## src/rtl/dmac_pkg.sv

```systemverilog
package dmac_pkg;

    localparam int ADDR_W = 32;
    localparam int DATA_W = 32;
    localparam int REG_W  = 3;
    localparam int CTRL_W = 21;
    localparam int NTMR   = 4;

    // register word indices
    localparam logic [REG_W-1:0] IDX_SRC    = 3'd0;
    localparam logic [REG_W-1:0] IDX_DST    = 3'd1;
    localparam logic [REG_W-1:0] IDX_COUNT  = 3'd2;
    localparam logic [REG_W-1:0] IDX_CTRL   = 3'd3;
    localparam logic [REG_W-1:0] IDX_GO     = 3'd4;
    localparam logic [REG_W-1:0] IDX_KILL   = 3'd5;
    localparam logic [REG_W-1:0] IDX_REMAIN = 3'd6;

    localparam logic [5:0] PACE_TICK0 = 6'h3b;
    localparam logic [5:0] PACE_ALWAYS = 6'h3f;

    typedef enum logic [1:0] {
        ST_IDLE,
        ST_WAIT,
        ST_READ,
        ST_WRITE
    } mover_state_e;

    typedef struct packed {
        logic       quiet;
        logic [5:0] pace;
        logic [3:0] next_ch;
        logic       ring_dst;
        logic [3:0] ring_log2;
        logic       dst_inc;
        logic       src_inc;
        logic [1:0] size;
        logic       en;
    } mover_ctrl_t;

    function automatic logic [ADDR_W-1:0] bytes_per_item(input logic [1:0] size);
        case (size)
            2'd0:    return ADDR_W'(1);
            2'd1:    return ADDR_W'(2);
            default: return ADDR_W'(4);
        endcase
    endfunction

    function automatic logic [ADDR_W-1:0] next_ptr(
        input logic [ADDR_W-1:0] ptr,
        input logic [1:0]        size,
        input logic              inc,
        input logic              wrap_side,
        input logic [3:0]        ring_log2
    );
        logic [ADDR_W-1:0] sum;
        logic [ADDR_W-1:0] keep;
        if (!inc) return ptr;
        sum = ptr + bytes_per_item(size);
        if (wrap_side && ring_log2 != 4'd0) begin
            keep = (ADDR_W'(1) << ring_log2) - ADDR_W'(1);
            return (ptr & ~keep) | (sum & keep);
        end
        return sum;
    endfunction

endpackage

```

## src/rtl/dmac_cfg.sv

```systemverilog
module dmac_cfg
    import dmac_pkg::*;
#(
    parameter int CH_ID = 0,
    parameter int CNT_W = 16
) (
    input  logic                clk,
    input  logic                rst,
    input  logic                we,
    input  logic [REG_W-1:0]    idx,
    input  logic [DATA_W-1:0]   wdata,
    input  logic                busy,
    output mover_ctrl_t         ctrl,
    output logic [CNT_W-1:0]    count_cfg,
    output logic                load_src,
    output logic                load_dst,
    output logic                go_sw,
    output logic                kill
);
    logic open_wr;
    assign open_wr = we && !busy;

    always_ff @(posedge clk) begin
        if (rst) begin
            ctrl      <= '0;
            count_cfg <= '0;
        end else if (open_wr) begin
            if (idx == IDX_CTRL)  ctrl      <= mover_ctrl_t'(wdata[CTRL_W-1:0]);
            if (idx == IDX_COUNT) count_cfg <= wdata[CNT_W-1:0];
        end
    end

    always_comb begin
        load_src = open_wr && (idx == IDX_SRC || idx == IDX_GO);
        load_dst = open_wr && (idx == IDX_DST);
        go_sw    = open_wr && (idx == IDX_GO);
        kill     = we && (idx == IDX_KILL) && wdata[CH_ID];
    end
endmodule

```

## src/rtl/dmac_pace.sv

```systemverilog
module dmac_pace
    import dmac_pkg::*;
#(
    parameter int NDREQ = 59
) (
    input  logic             clk,
    input  logic             rst,
    input  logic [5:0]       sel,
    input  logic [NDREQ-1:0] dreq,
    input  logic [NTMR-1:0]  ticks,
    input  logic             busy,
    input  logic             consume,
    output logic             ready
);
    logic req_now;
    logic held_q;

    always_comb begin
        req_now = 1'b0;
        if (sel == PACE_ALWAYS) begin
            req_now = 1'b1;
        end else begin
            for (int i = 0; i < NDREQ; i++)
                if (sel == 6'(i)) req_now = dreq[i];
            for (int t = 0; t < NTMR; t++)
                if (sel == PACE_TICK0 + 6'(t)) req_now = ticks[t];
        end
    end

    always_ff @(posedge clk) begin
        if (rst || !busy || consume) held_q <= 1'b0;
        else if (req_now)            held_q <= 1'b1;
    end

    assign ready = held_q || req_now;
endmodule

```

## src/rtl/dmac_xfer.sv

```systemverilog
module dmac_xfer
    import dmac_pkg::*;
#(
    parameter int CNT_W = 16
) (
    input  logic              clk,
    input  logic              rst,
    input  mover_ctrl_t       ctrl,
    input  logic [CNT_W-1:0]  count_cfg,
    input  logic              load_src,
    input  logic              load_dst,
    input  logic [ADDR_W-1:0] ptr_wdata,
    input  logic              go_sw,
    input  logic              go_chain,
    input  logic              kill,
    input  logic              pace_ready,
    input  logic              m_ack,
    input  logic [DATA_W-1:0] m_rdata,
    output logic              busy,
    output logic [ADDR_W-1:0] src_ptr,
    output logic [ADDR_W-1:0] dst_ptr,
    output logic [CNT_W-1:0]  remain,
    output logic              m_req,
    output logic              m_we,
    output logic [ADDR_W-1:0] m_addr,
    output logic [1:0]        m_size,
    output logic [DATA_W-1:0] m_wdata,
    output logic              consume,
    output logic              finished
);
    mover_state_e      state_q;
    logic [DATA_W-1:0] hold_q;
    logic              kill_q;
    logic              launch, last_item, stopping;

    assign launch    = (go_sw || go_chain) && state_q == ST_IDLE && ctrl.en && count_cfg != '0;
    assign last_item = remain == CNT_W'(1);
    assign stopping  = kill || kill_q;
    assign consume   = state_q == ST_WRITE && m_ack;

    always_ff @(posedge clk) begin
        if (rst) begin
            state_q  <= ST_IDLE;
            src_ptr  <= '0;
            dst_ptr  <= '0;
            remain   <= '0;
            hold_q   <= '0;
            kill_q   <= 1'b0;
            finished <= 1'b0;
        end else begin
            finished <= 1'b0;
            if (load_src) src_ptr <= ptr_wdata;
            if (load_dst) dst_ptr <= ptr_wdata;
            case (state_q)
                ST_IDLE: begin
                    kill_q <= 1'b0;
                    if (launch) begin
                        state_q <= ST_WAIT;
                        remain  <= count_cfg;
                    end
                end
                ST_WAIT: begin
                    if (kill)            state_q <= ST_IDLE;
                    else if (pace_ready) state_q <= ST_READ;
                end
                ST_READ: begin
                    if (kill) kill_q <= 1'b1;
                    if (m_ack) begin
                        hold_q  <= m_rdata;
                        state_q <= stopping ? ST_IDLE : ST_WRITE;
                    end
                end
                ST_WRITE: begin
                    if (kill) kill_q <= 1'b1;
                    if (m_ack) begin
                        src_ptr  <= next_ptr(src_ptr, ctrl.size, ctrl.src_inc,
                                             !ctrl.ring_dst, ctrl.ring_log2);
                        dst_ptr  <= next_ptr(dst_ptr, ctrl.size, ctrl.dst_inc,
                                             ctrl.ring_dst, ctrl.ring_log2);
                        remain   <= remain - CNT_W'(1);
                        finished <= last_item && !stopping;
                        state_q  <= (last_item || stopping) ? ST_IDLE : ST_WAIT;
                    end
                end
                default: state_q <= ST_IDLE;
            endcase
        end
    end

    assign busy    = state_q != ST_IDLE;
    assign m_req   = state_q == ST_READ || state_q == ST_WRITE;
    assign m_we    = state_q == ST_WRITE;
    assign m_addr  = (state_q == ST_WRITE) ? dst_ptr : src_ptr;
    assign m_size  = ctrl.size;
    assign m_wdata = hold_q;
endmodule

```

## src/rtl/dmac_chan.sv

```systemverilog
module dmac_chan
    import dmac_pkg::*;
#(
    parameter int CH_ID = 0,
    parameter int NDREQ = 59,
    parameter int CNT_W = 16
) (
    input  logic              clk,
    input  logic              rst,
    input  logic              reg_we,
    input  logic [2:0]        reg_addr,
    input  logic [31:0]       reg_wdata,
    output logic [31:0]       reg_rdata,
    output logic              busy,
    input  logic              chain_in,
    output logic              chain_valid,
    output logic [3:0]        chain_id,
    output logic              done_irq,
    input  logic [NDREQ-1:0]  dreq,
    input  logic [3:0]        timer_req,
    output logic              m_req,
    output logic              m_we,
    output logic [31:0]       m_addr,
    output logic [1:0]        m_size,
    output logic [31:0]       m_wdata,
    input  logic              m_ack,
    input  logic [31:0]       m_rdata
);
    localparam int PAD_W = DATA_W - CTRL_W - 1;

    mover_ctrl_t       ctrl;
    logic [CNT_W-1:0]  count_cfg;
    logic [CNT_W-1:0]  work_cnt;
    logic [ADDR_W-1:0] src_ptr, dst_ptr;
    logic              load_src, load_dst, go_sw, kill;
    logic              pace_ready, consume, finished;

    dmac_cfg #(.CH_ID(CH_ID), .CNT_W(CNT_W)) u_cfg (
        .clk(clk), .rst(rst), .we(reg_we), .idx(reg_addr), .wdata(reg_wdata),
        .busy(busy), .ctrl(ctrl), .count_cfg(count_cfg), .load_src(load_src),
        .load_dst(load_dst), .go_sw(go_sw), .kill(kill)
    );

    dmac_pace #(.NDREQ(NDREQ)) u_pace (
        .clk(clk), .rst(rst), .sel(ctrl.pace), .dreq(dreq), .ticks(timer_req),
        .busy(busy), .consume(consume), .ready(pace_ready)
    );

    dmac_xfer #(.CNT_W(CNT_W)) u_xfer (
        .clk(clk), .rst(rst), .ctrl(ctrl), .count_cfg(count_cfg),
        .load_src(load_src), .load_dst(load_dst), .ptr_wdata(reg_wdata),
        .go_sw(go_sw), .go_chain(chain_in), .kill(kill), .pace_ready(pace_ready),
        .m_ack(m_ack), .m_rdata(m_rdata), .busy(busy), .src_ptr(src_ptr),
        .dst_ptr(dst_ptr), .remain(work_cnt), .m_req(m_req), .m_we(m_we),
        .m_addr(m_addr), .m_size(m_size), .m_wdata(m_wdata),
        .consume(consume), .finished(finished)
    );

    assign chain_valid = finished && ctrl.next_ch != 4'(CH_ID);
    assign chain_id    = ctrl.next_ch;
    assign done_irq    = finished && !ctrl.quiet;

    always_comb begin
        case (reg_addr)
            IDX_SRC, IDX_GO: reg_rdata = src_ptr;
            IDX_DST:         reg_rdata = dst_ptr;
            IDX_COUNT:       reg_rdata = DATA_W'(count_cfg);
            IDX_CTRL:        reg_rdata = {busy, {PAD_W{1'b0}}, ctrl};
            IDX_REMAIN:      reg_rdata = DATA_W'(work_cnt);
            default:         reg_rdata = '0;
        endcase
    end
endmodule

```

## config.mk

```make
export PLATFORM = sky130hd
export DESIGN_NAME = dmac_chan
export DESIGN_NICKNAME = d
export VERILOG_FILES = /design/src/rtl/dmac_pkg.sv /design/src/rtl/dmac_cfg.sv /design/src/rtl/dmac_pace.sv /design/src/rtl/dmac_xfer.sv /design/src/rtl/dmac_chan.sv
export SDC_FILE = /design/constraint.sdc
export NUM_CORES = 1
export LEC_CHECK = 0
export ABC_AREA = 1
export BUFFER_PORTS_ARGS = -buffer_cell sky130_fd_sc_hd__buf_2
export CORE_AREA = 3 3 153 155
export CTS_CLUSTER_SIZE = 30
export DETAILED_ROUTE_END_ITERATION = 12
export DIE_AREA = 0 0 156 158
export PLACE_DENSITY = 0.81
export SETUP_SLACK_MARGIN = 0.1
export SLEW_MARGIN = 20
export SYNTH_ARGS = -nofsm -noshare
export SYNTH_HDL_FRONTEND = slang
export SYNTH_HIERARCHICAL = 1
export SYNTH_SLANG_ARGS = --single-unit
```

## constraint.sdc

```tcl
create_clock -name clk -period 4 [get_ports clk]
set_input_delay 1 -clock clk [delete_from_list [all_inputs] [get_ports clk]]
set_output_delay 1 -clock clk [all_outputs]
set_load 0.005 [all_outputs]
```

# After elaboration in Yosys (flattened, before gate mapping)
# Index checks and enable logic that the tools add are counted.
# word_totals
register_bits	154
in_bits	135
output_inout_bits	107
elab_cells	277
# classes
n_addsub	4
n_eq_ne	79
shifts	1
n_mux	120
bitwise_logic	9
reduce_logical	46
# ops
op	count
two-way mux 32 bit	23
equality test 6 bit (second input constant)	32
case mux 32 bit (5 select lines)	1
bitwise AND 32 bit	4
equality test 6 x 5 -> 1 bit (second input constant)	16
two-way mux 1 bit	84
adder 32 bit	2
bitwise OR 32 bit	2
equality test 6 x 4 -> 1 bit (second input constant)	8
two-way mux 16 bit	2
NOT 32 bit	1
case mux 16 bit (2 select lines)	1
<< shifter 1 x 4 -> 32 bit (first input constant)	1
subtractor 32 x 2 -> 32 bit (second input constant)	1
equality test 6 x 3 -> 1 bit (second input constant)	4
equality test 16 x 1 -> 1 bit (second input constant)	1
nonzero test 16 bit	1
subtractor 16 x 1 -> 16 bit (second input constant)	1
logical AND 1 bit	15
equality test 6 x 2 -> 1 bit (second input constant)	2
two-way mux 2 bit	6
equality test 3 bit (second input constant)	3
logical OR 1 bit	8
case mux 2 bit (4 select lines)	1
other kinds (22)	39

# Logic depth before layout (Yosys ltp)
# Gate-level depths: netlist (run 1).
# depth
ltp_word	69
depth_mapped	44
ltp_nobuf	44

# Modules after synthesis
# The synthesis (run 1) kept the hierarchy.
# modules_own_cells
module	instances	cells_each	area_per_inst_um2	seq_area_each_um2
dmac_xfer	1	1511	8874.8	2322.2
dmac_cfg	1	212	1587.8	740.7
dmac_chan	1	255	1111.1	0.0
dmac_pace	1	194	968.4	20.0

# Worst setup path after synthesis (run 1)
# OpenSTA, ideal clock, no wires.
# synth_timing
path_type	input port to flip-flop
start	in dreq[0]
end	reg u_xfer.state_q[0]
setup_time_ns	0.115
arrival_ns	3.575
required_ns	3.885
slack_ns	0.311
cell_stages	41
n_path_buf	0
path_cell_list	nand3_1 -> nand2_1 -> nor2_1 -> nand2_1 -> nand2_1 -> nand4_1 -> nor2_1 -> nand4_1 -> nand2_1 -> nand4_1 -> nand2_1 -> nand4_1 -> nand2_1 -> nand4_1 -> nor2_1 -> nand4_1 -> nand2_1 -> nand4_1 -> [5 not listed] -> nand3_1 -> nand2_1 -> nand4_1 -> nand2_1 -> nand4_1 -> nand2_1 -> nand4_1 -> nand2_1 -> nand4_1 -> nand2_1 -> nand4_2 -> nor2_2 -> inv_1 -> nor2_1 -> a21oi_1 -> nand2_1 -> a21oi_1 -> o21a_1
# synth_via
elab_chain_len	67
# synth_rtl
element	line	source
from (decl)	dmac_chan.sv:19	input logic [NDREQ-1:0] dreq,
two-way mux 1 bit (59 in series)	dmac_pace.sv:24	if (sel == 6'(i)) req_now = dreq[i];
two-way mux 1 bit (4 in series)	dmac_pace.sv:26	if (sel == PACE_TICK0 + 6'(t)) req_now = ticks[t];
two-way mux 1 bit	dmac_pace.sv:20	if (sel == PACE_ALWAYS) begin
logical OR 1 bit	dmac_pace.sv:35	assign ready = held_q || req_now;
via pace_ready	dmac_chan.sv:36	logic pace_ready, consume, finished;
inequality test 3 x 2 -> 1 bit (no source line)	n/a	
AND reduction 4 bit (no source line)	n/a	
to (signal assigned)	dmac_xfer.sv:70	state_q <= stopping ? ST_IDLE : ST_WRITE;
to (signal assigned)	dmac_xfer.sv:82	state_q <= (last_item || stopping) ? ST_IDLE : ST_WAIT;
to (decl)	dmac_xfer.sv:31	mover_state_e state_q;
# The timed path passes the listed nets, and every way through them passes these cells.
# A chain may end at the register's enable or synchronous reset.

# Worst setup path in the final report (run 1)
# Ends and elaborated chain as after synthesis.

==> run summary, run 1 <==
Cells after Synth - 2,172
ratio of cells with drive above 1 in the final layout - 0.178
area share of the largest cell type after synthesis - 0.246
Finished Cell Area - 14,500 um2
Residual DRC - 0
CTS tree - built
number of global-route vias before repair - 13,900
core box area - 22,000 um2
Slowest cell on crit path - nor2_4
clk slew on worst S/H paths - 70 ps
sequential cell area fraction in the yosys report - 0.246
CTS sink cnt - 154
grt ovf - 0
Critical Path Max Stage Delay - 170 ps
RSZ-0062 raised after global routing - true
fill count - 2,181
max_cap viols - 0
crit-path max FO - 3
crit path DAT - 4280 ps
Critical Path Sink Type - flip-flop
Die H - 158 um
initial antenna violation count - 0
Area after DPL - 13,800 um2
largest cells by area after synthesis - dfxtp_1 (25%), nand2_1 (16%), nor2_1 (9.4%), nand3_1 (7.6%), inv_1 (7.3%)
fin worst setup slack - 51.8 ps
Int Pwr - 3.26 mW
combinational share of power - 0.334
ANT cells - 0
Clock Skews - 19.3 ps
Initial Utilization - 0.571
start point of the critical path - dreq[0]
Top FF cell, synth - dfxtp_1
CP delay by family, top - simple AND/OR/NAND/NOR gates
largest net degree at the start of global routing - 49
outcome - finished, final reports clean
Yosys warnings - 6
post-layout util - 0.659
H-tree depth - 4
CTS root buf - clkbuf_16
commonest cells in the netlist - nand2_1 (551), nor2_1 (313), inv_1 (244)
Finished Layout Cells - 2,656
DRT iter0 DRCs - 2,404
clk_lat worst skew - 440 ps
dpl hpwl - 37.5 mm
Synth Net Count - 2,324
gr usage total - 0.394
first-pass GRT wire length - 76.3 mm
post-cts hold buffer count - 0
number of cells on the critical path - 42
Hold Violations, Final - 0
CTS max path bufs - 2
Rel. slew slack - 0.359
I/O Pins - 242
Via density - 5.94
NumNets Final - 2,515
peak supply drop - 294 uV
sw frac - 0.416
DRT antenna net count - 0
DP Worst Slack - -454 ps
CP Launch Type - primary input
Area Growth Syn to Fin - 15.3%
most frequent cell after synthesis - nand2_1
Leak - 6.39 nW
async set-reset flop share out of synthesis - 0
Critical Path RT - 4330 ps
Worst Setup EP - u_xfer/state_q[0]
Synth area leader - dfxtp_1
placer congestion estimate - 1.06
reg2reg path depth - 42
Pwr Density - 386 nW/um2
Sequential Power Share - 0.367
Setup-failing EPs final - 0
Post-Syn Area - 12,500 um2
post-route minimum period - 3950 ps
Worst Max-Slew Pin Slew - 960 ps
Worst Path Buf+Inv - 2
worst reg-to-reg setup slack - 90 ps
EDFF count, synth - 0
Peak Freq - 253 MHz
WL/cell - 19.1 um
Unique masters post-synth - 52
CTS buffer count - 17
die width - 156 um
sw power - 2.32 mW
reg2reg start - u_cfg/ctrl[16]
post-synthesis register bit count - 154
Most common cell on crit path - nand2_1
final period utilization - 0.987
Die Area - 24,600 um2
Reg-to-Reg End - u_xfer/state_q[0]
post-detailed-routing wire length - 50.7 mm
Pre-antenna DRT Iters - 8
dpl cells - 2,622
Worst Setup Path Type - primary input to flip-flop
PortBufs - 241
standard-cell row count - 54
Worst Hold Class - flip-flop to flip-flop
via count - 15,800
Slew Limit Fails - 0
syn_area_per_cell - 5.77 um2
Final Power - 5.58 mW
clock power share - 0.298
[through the flow]
stage | hold slack (ps) | TNS, ps
2_1_floorplan | 424 | 0
3_3_place_gp | 437 | -667
3_5_place_dp | 440 | -872
4_1_cts | 451 | 0
5_1_grt | 488 | -841
6_report | 451 | 0
[placed cells by master (no fill, tap or decap), types with 20 or more instances in the layout]
master	n
nor2_2	30
buf_2	239
buf_4	27
xor2_1	20
dfxtp_1	151
nand4_1	46
a21oi_1	159
nand2_1	549
inv_1	243
nand3_1	188
nor3_1	26
nor2_1	309
o21ai_0	181
[area by class of cell]
| type | count | area, um2 | share of cell area |
|---|---|---|---|
| Multi-Input combinational cell | 1653 | 7960 | 0.550 |
| Inverter | 267 | 1010 | 0.0701 |
| Tap cell | 280 | 350 | 0.0242 |
| Timing Repair Buffer | 270 | 1450 | 0.100 |
| Clock buffer | 17 | 425 | 0.0294 |
| Clock inverter | 15 | 173 | 0.0119 |
| Sequential cell | 154 | 3090 | 0.213 |
[routing by layer]
metal,track usage,share of wire,vias up
li1,-,-,7398
met1,0.510,0.38,7080
met2,0.617,0.44,1102
met3,0.0708,0.12,189
met4,0.230,0.061,0
met5,0,0,-
[repair_timing]
action | CTS | global route
pin swaps | 0 | 1
buffers inserted | 0 | 2
endpoints found under the hold margin | 0 | 0
cloned | 0 | 0
resized for setup | 8 | 13
setup endpoints to repair | 2 | 3
[worst register-to-register path: cells and delay by family, from the launching register on]
family / cells / cell delay, ps
flip-flops: 1 / 400
AO/OA/AOI/OAI: 3 / 220
buffers and inverters: 2 / 150
AND/OR/NAND/NOR: 37 / 3060
[logic make-up (layout without fill, tap and decap cells)]
group | after synthesis | after routing | share of synthesized area
flip-flops | 154 | 154 | 0.246
buffers and inverters | 365 | 569 | 0.124
AND/OR/NAND/NOR | 1210 | 1210 | 0.425
AO/OA/AOI/OAI | 405 | 405 | 0.172
XOR/XNOR | 21 | 21 | 0.0147
adder cells (fa/ha/maj) | 17 | 17 | 0.0182
[power groups by stage]
stage	registers, mW	logic (mW)	clock network [mW]
2_1_floorplan	1.97	1.21	0
3_3_place_gp	2.07	1.74	0
3_5_place_dp	2.07	1.77	0
4_1_cts	2.04	1.79	1.67
5_1_grt	2.08	2.07	1.73
6_report	2.05	1.87	1.66
[how the worst min path moves through the flow]
stage	startpoint	endpoint	slack, ps	depth (start not counted)
global route	u_cfg/ctrl[12]	u_cfg/ctrl[12]	490	2
detailed placement	u_xfer/kill_q	u_xfer/kill_q	440	2
finish	u_xfer/kill_q	u_xfer/kill_q	450	2
CTS	u_xfer/kill_q	u_xfer/kill_q	450	2
floorplan	u_xfer/kill_q	u_xfer/kill_q	420	2
global placement	u_xfer/kill_q	u_xfer/kill_q	440	2
(Power assumes the default switching activity.)
==> inputs of run 2 (changes only) <==
--- a/config.mk
+++ b/config.mk
@@ -6,15 +6,14 @@
 export NUM_CORES = 1
 export LEC_CHECK = 0
 export ABC_AREA = 1
-export BUFFER_PORTS_ARGS = -buffer_cell sky130_fd_sc_hd__buf_2
-export CORE_AREA = 3 3 153 155
+export CORE_AREA = 3 3 152 117
 export CTS_CLUSTER_SIZE = 30
 export DETAILED_ROUTE_END_ITERATION = 12
-export DIE_AREA = 0 0 156 158
+export DIE_AREA = 0 0 155 120
+export DONT_BUFFER_PORTS = 1
 export PLACE_DENSITY = 0.81
 export SETUP_SLACK_MARGIN = 0.1
 export SLEW_MARGIN = 20
 export SYNTH_ARGS = -nofsm -noshare
 export SYNTH_HDL_FRONTEND = slang
-export SYNTH_HIERARCHICAL = 1
 export SYNTH_SLANG_ARGS = --single-unit
==> run summary, run 2 <==
Hold Violations, Final - 0 (unchanged)
core box area - 16,600 um2 (-25%)
met2 GRT Util - 0.597 (-0.0197)
Critical Path Max Stage Delay - 390 ps (+220 ps)
worst-path cell chain - nor2_4, ha_4, inv_2, fa_2, nor2_4, o21ai_4, nor4_4, nand2_1, inv_2, nand3_2, nor2_2, inv_2, nor2_4, nand2_2, nor2_4, inv_2, nor4_4, nand4_1, nor4_2, nand2_1, nor4_2, o21ai_1, o221ai_1, a21oi_1
RSZ-0062 raised after global routing - true
post-synthesis register bit count - 154 (unchanged)
Slew Limit Fails - 0 (unchanged)
area share of the largest cell type after synthesis - 0.289 (+0.0431)
H-tree depth - 4 (unchanged)
I/O Pins - 242 (unchanged)
syn_area_per_cell - 6.27 um2 (+8.5%)
ratio of cells with drive above 1 in the final layout - 0.102 (-0.0765)
CTS tree - built
number of global-route vias before repair - 10,900 (-22%)
failing checks - negative setup slack
Slowest cell on crit path - fa_2
Unique masters post-synth - 54 (+3.8%)
Worst Hold Class - flip-flop to flip-flop
fill count - 1,452 (-33%)
Critical Path RT - 4320 ps (about the same)
Die Area - 18,600 um2 (-25%)
dpl hpwl - 28.0 mm (-25%)
fin worst setup slack - -29.2 ps (-81.0 ps)
post-layout util - 0.718 (+0.0596)
busiest grt layer - met2
ANT cells - 0 (unchanged)
Initial Utilization - 0.644 (+0.0729)
Pre-antenna DRT Iters - 7 (-1)
grt ovf - 0 (unchanged)
met1 GRT Util - 0.532 (+0.0225)
Residual DRC - 0 (unchanged)
Setup-failing EPs final - 1 (+1)
Worst Max-Slew Pin Slew - 1010 ps (+48.0 ps)
peak supply drop - 249 uV (-15%)
Rel. slew slack - 0.327 (-0.0320)
met3 Usage GRT - 0.0934 (+0.0226)
NumNets Final - 1,850 (-26%)
combinational share of power - 0.169 (-0.165)
Top FF cell, synth - dfxtp_1
largest cells by area after synthesis - dfxtp_1 (29%), o21ai_0 (12%), nand2_1 (9.2%), a21oi_1 (9.0%), inv_1 (8.7%)
DRT iter0 DRCs - 1,756 (-27%)
Finished Cell Area - 11,900 um2 (-18%)
Area Growth Syn to Fin - 11.5%
die width - 155 um (-0.64%)
clk slew on worst S/H paths - 70 ps (about the same)
largest net degree at the start of global routing - 83 (+69%)
standard-cell row count - 41 (-24%)
Int Pwr - 2.78 mW (-15%)
commonest non-fill, non-tap cell in the layout - nand2_1
CP delay by family, top - simple AND/OR/NAND/NOR gates
sw power - 1.28 mW (-45%)
Leak - 4.44 nW (-31%)
commonest cells in the netlist - nand2_1 (261), o21ai_0 (254), inv_1 (248)
Yosys warnings - 0 (-6)
CP Launch Type - flip-flop
placer congestion estimate - 1.02 (-3.7%)
EDFF count, synth - 0 (unchanged)
crit path DAT - 4350 ps (+70 ps)
sequential cell area fraction in the yosys report - 0.289 (+0.0431)
Pwr Density - 342 nW/um2 (-11%)
Finished Layout Cells - 1,931 (-27%)
post-detailed-routing wire length - 38.5 mm (-24%)
Peak Freq - 248 MHz (-2.0%)
crit-path max FO - 4 (+1)
final period utilization - 1.01 (+0.0202)
Die H - 120 um (-24%)
outcome - complete, but fails checks
footprint of the multi-input gates - 6430 um2 (-19%)
Reg area - 3100 um2 (+0.28%)
DRT antenna net count - 0 (unchanged)
Synth area leader - dfxtp_1
Synth Net Count - 1,850 (-20%)
Clock Skews - 12.8 ps (-6.51 ps)
max_cap viols - 0 (unchanged)
CTS sink cnt - 154 (unchanged)
most frequent cell after synthesis - nand2_1
dpl cells - 1,894 (-28%)
PortBufs - 0 (-100%)
initial antenna violation count - 0 (unchanged)
Worst Path Buf+Inv - 4 (+2)
post-cts hold buffer count - 0 (unchanged)
Post-Syn Area - 10,700 um2 (-15%)
Area after DPL - 11,100 um2 (-20%)
Sequential Power Share - 0.418 (+0.051)
sw frac - 0.316 (-0.100)
first-pass GRT wire length - 58.4 mm (-23%)
post-route minimum period - 4030 ps (+81.0 ps)
Critical Path Sink Type - flip-flop
via count - 12,300 (-22%)
most frequent cells in the layout - nand2_1 (259), o21ai_0 (253), inv_1 (240), a21oi_1 (191), dfxtp_1 (148)
CTS max path bufs - 2 (unchanged)
WL/cell - 19.9 um (+4.4%)
async set-reset flop share out of synthesis - 0 (unchanged)
CTS buffer count - 17 (unchanged)
clock power share - 0.414 (+0.116)
Via density - 6.39 (+7.6%)
CTS root buf - clkbuf_16
clk_lat worst skew - 440 ps (about the same)
gr usage total - 0.390 (-0.00351)
Worst Setup Path Type - flip-flop to flip-flop
Cells after Synth - 1,703 (-22%)
## run 2: cell count changes in the layout (fill, tap and decap cells not counted), sizes merged, moves of 24 or more
| cell | delta |
|---|---|
| nand3 | -136 |
| nand2 | -305 |
| buf | -196 |
| o21ai | +63 |
| a21oi | +24 |
| nor2 | -202 |
## run 2: metal layers
layer | part of all wire | up-vias
met1 | 0.38 | 5568
met4 | 0.037 | 0
met3 | 0.13 | 125
met2 | 0.45 | 866
met5 | 0 | -
li1 | - | 5777
## run 2: area by class of cell
type                       instances  area share
clock inverter                    15      0.0145
tap                              215      0.0226
clock buffer                      17      0.0357
multi-input combinational       1201       0.540
sequential                       154       0.260
inverter                         255      0.0804
timing repair buffer              74      0.0467
## run 2: worst paths after layout
check                startpoint  slack [ps]  depth (start not counted)                 end
max reg2reg       u_cfg.ctrl[2]         -30                         24           flip-flop
max               u_cfg.ctrl[2]         -30                         24           flip-flop
min reg2reg  u_xfer.m_wdata[29]         470                          2  u_xfer.m_wdata[29]
min          u_xfer.m_wdata[29]         470                          2  u_xfer.m_wdata[29]
## run 2: through the flow
stage	setup slack [ps]	setup TNS, ps	hold WS [ps]	total power [mW]
2_1_floorplan	367	0	439	2.19
3_3_place_gp	125	0	445	2.36
3_5_place_dp	-138	-249	457	2.38
4_1_cts	11.0	0	466	4.03
5_1_grt	-321	-682	483	4.21
6_report	-29.2	-29.2	466	4.07
## run 2: timing repair
item,4_1_cts,5_1_grt
setup buffers,1,4
resized for setup,2,49
endpoints found under the setup margin,4,15
pin swaps,1,20
## run 2: cells by family (layout without fill, tap and decap cells)
group | count (synthesis) | in the layout | synth area share
compound gates | 589 | 589 | 0.312
simple gates | 561 | 561 | 0.225
fa+ha+maj | 12 | 12 | 0.0155
flops | 154 | 154 | 0.289
buf+inv | 348 | 361 | 0.127
xor+xnor | 39 | 39 | 0.0320
## run 2: power by group through the flow
| stage | logic [mW] | registers (mW) | clock network, mW |
|---|---|---|---|
| after floorplan | 0.497 | 1.70 | 0 |
| after global placement | 0.636 | 1.72 | 0 |
| after detailed placement | 0.651 | 1.73 | 0 |
| after CTS | 0.658 | 1.69 | 1.68 |
| after global routing | 0.759 | 1.71 | 1.74 |
| final | 0.686 | 1.70 | 1.68 |
## run 2: tightest hold or removal path, stage by stage, from the launching register on
cell and delay, ps:
dfxtp_1 320, inv_1 50, a21oi_1 50
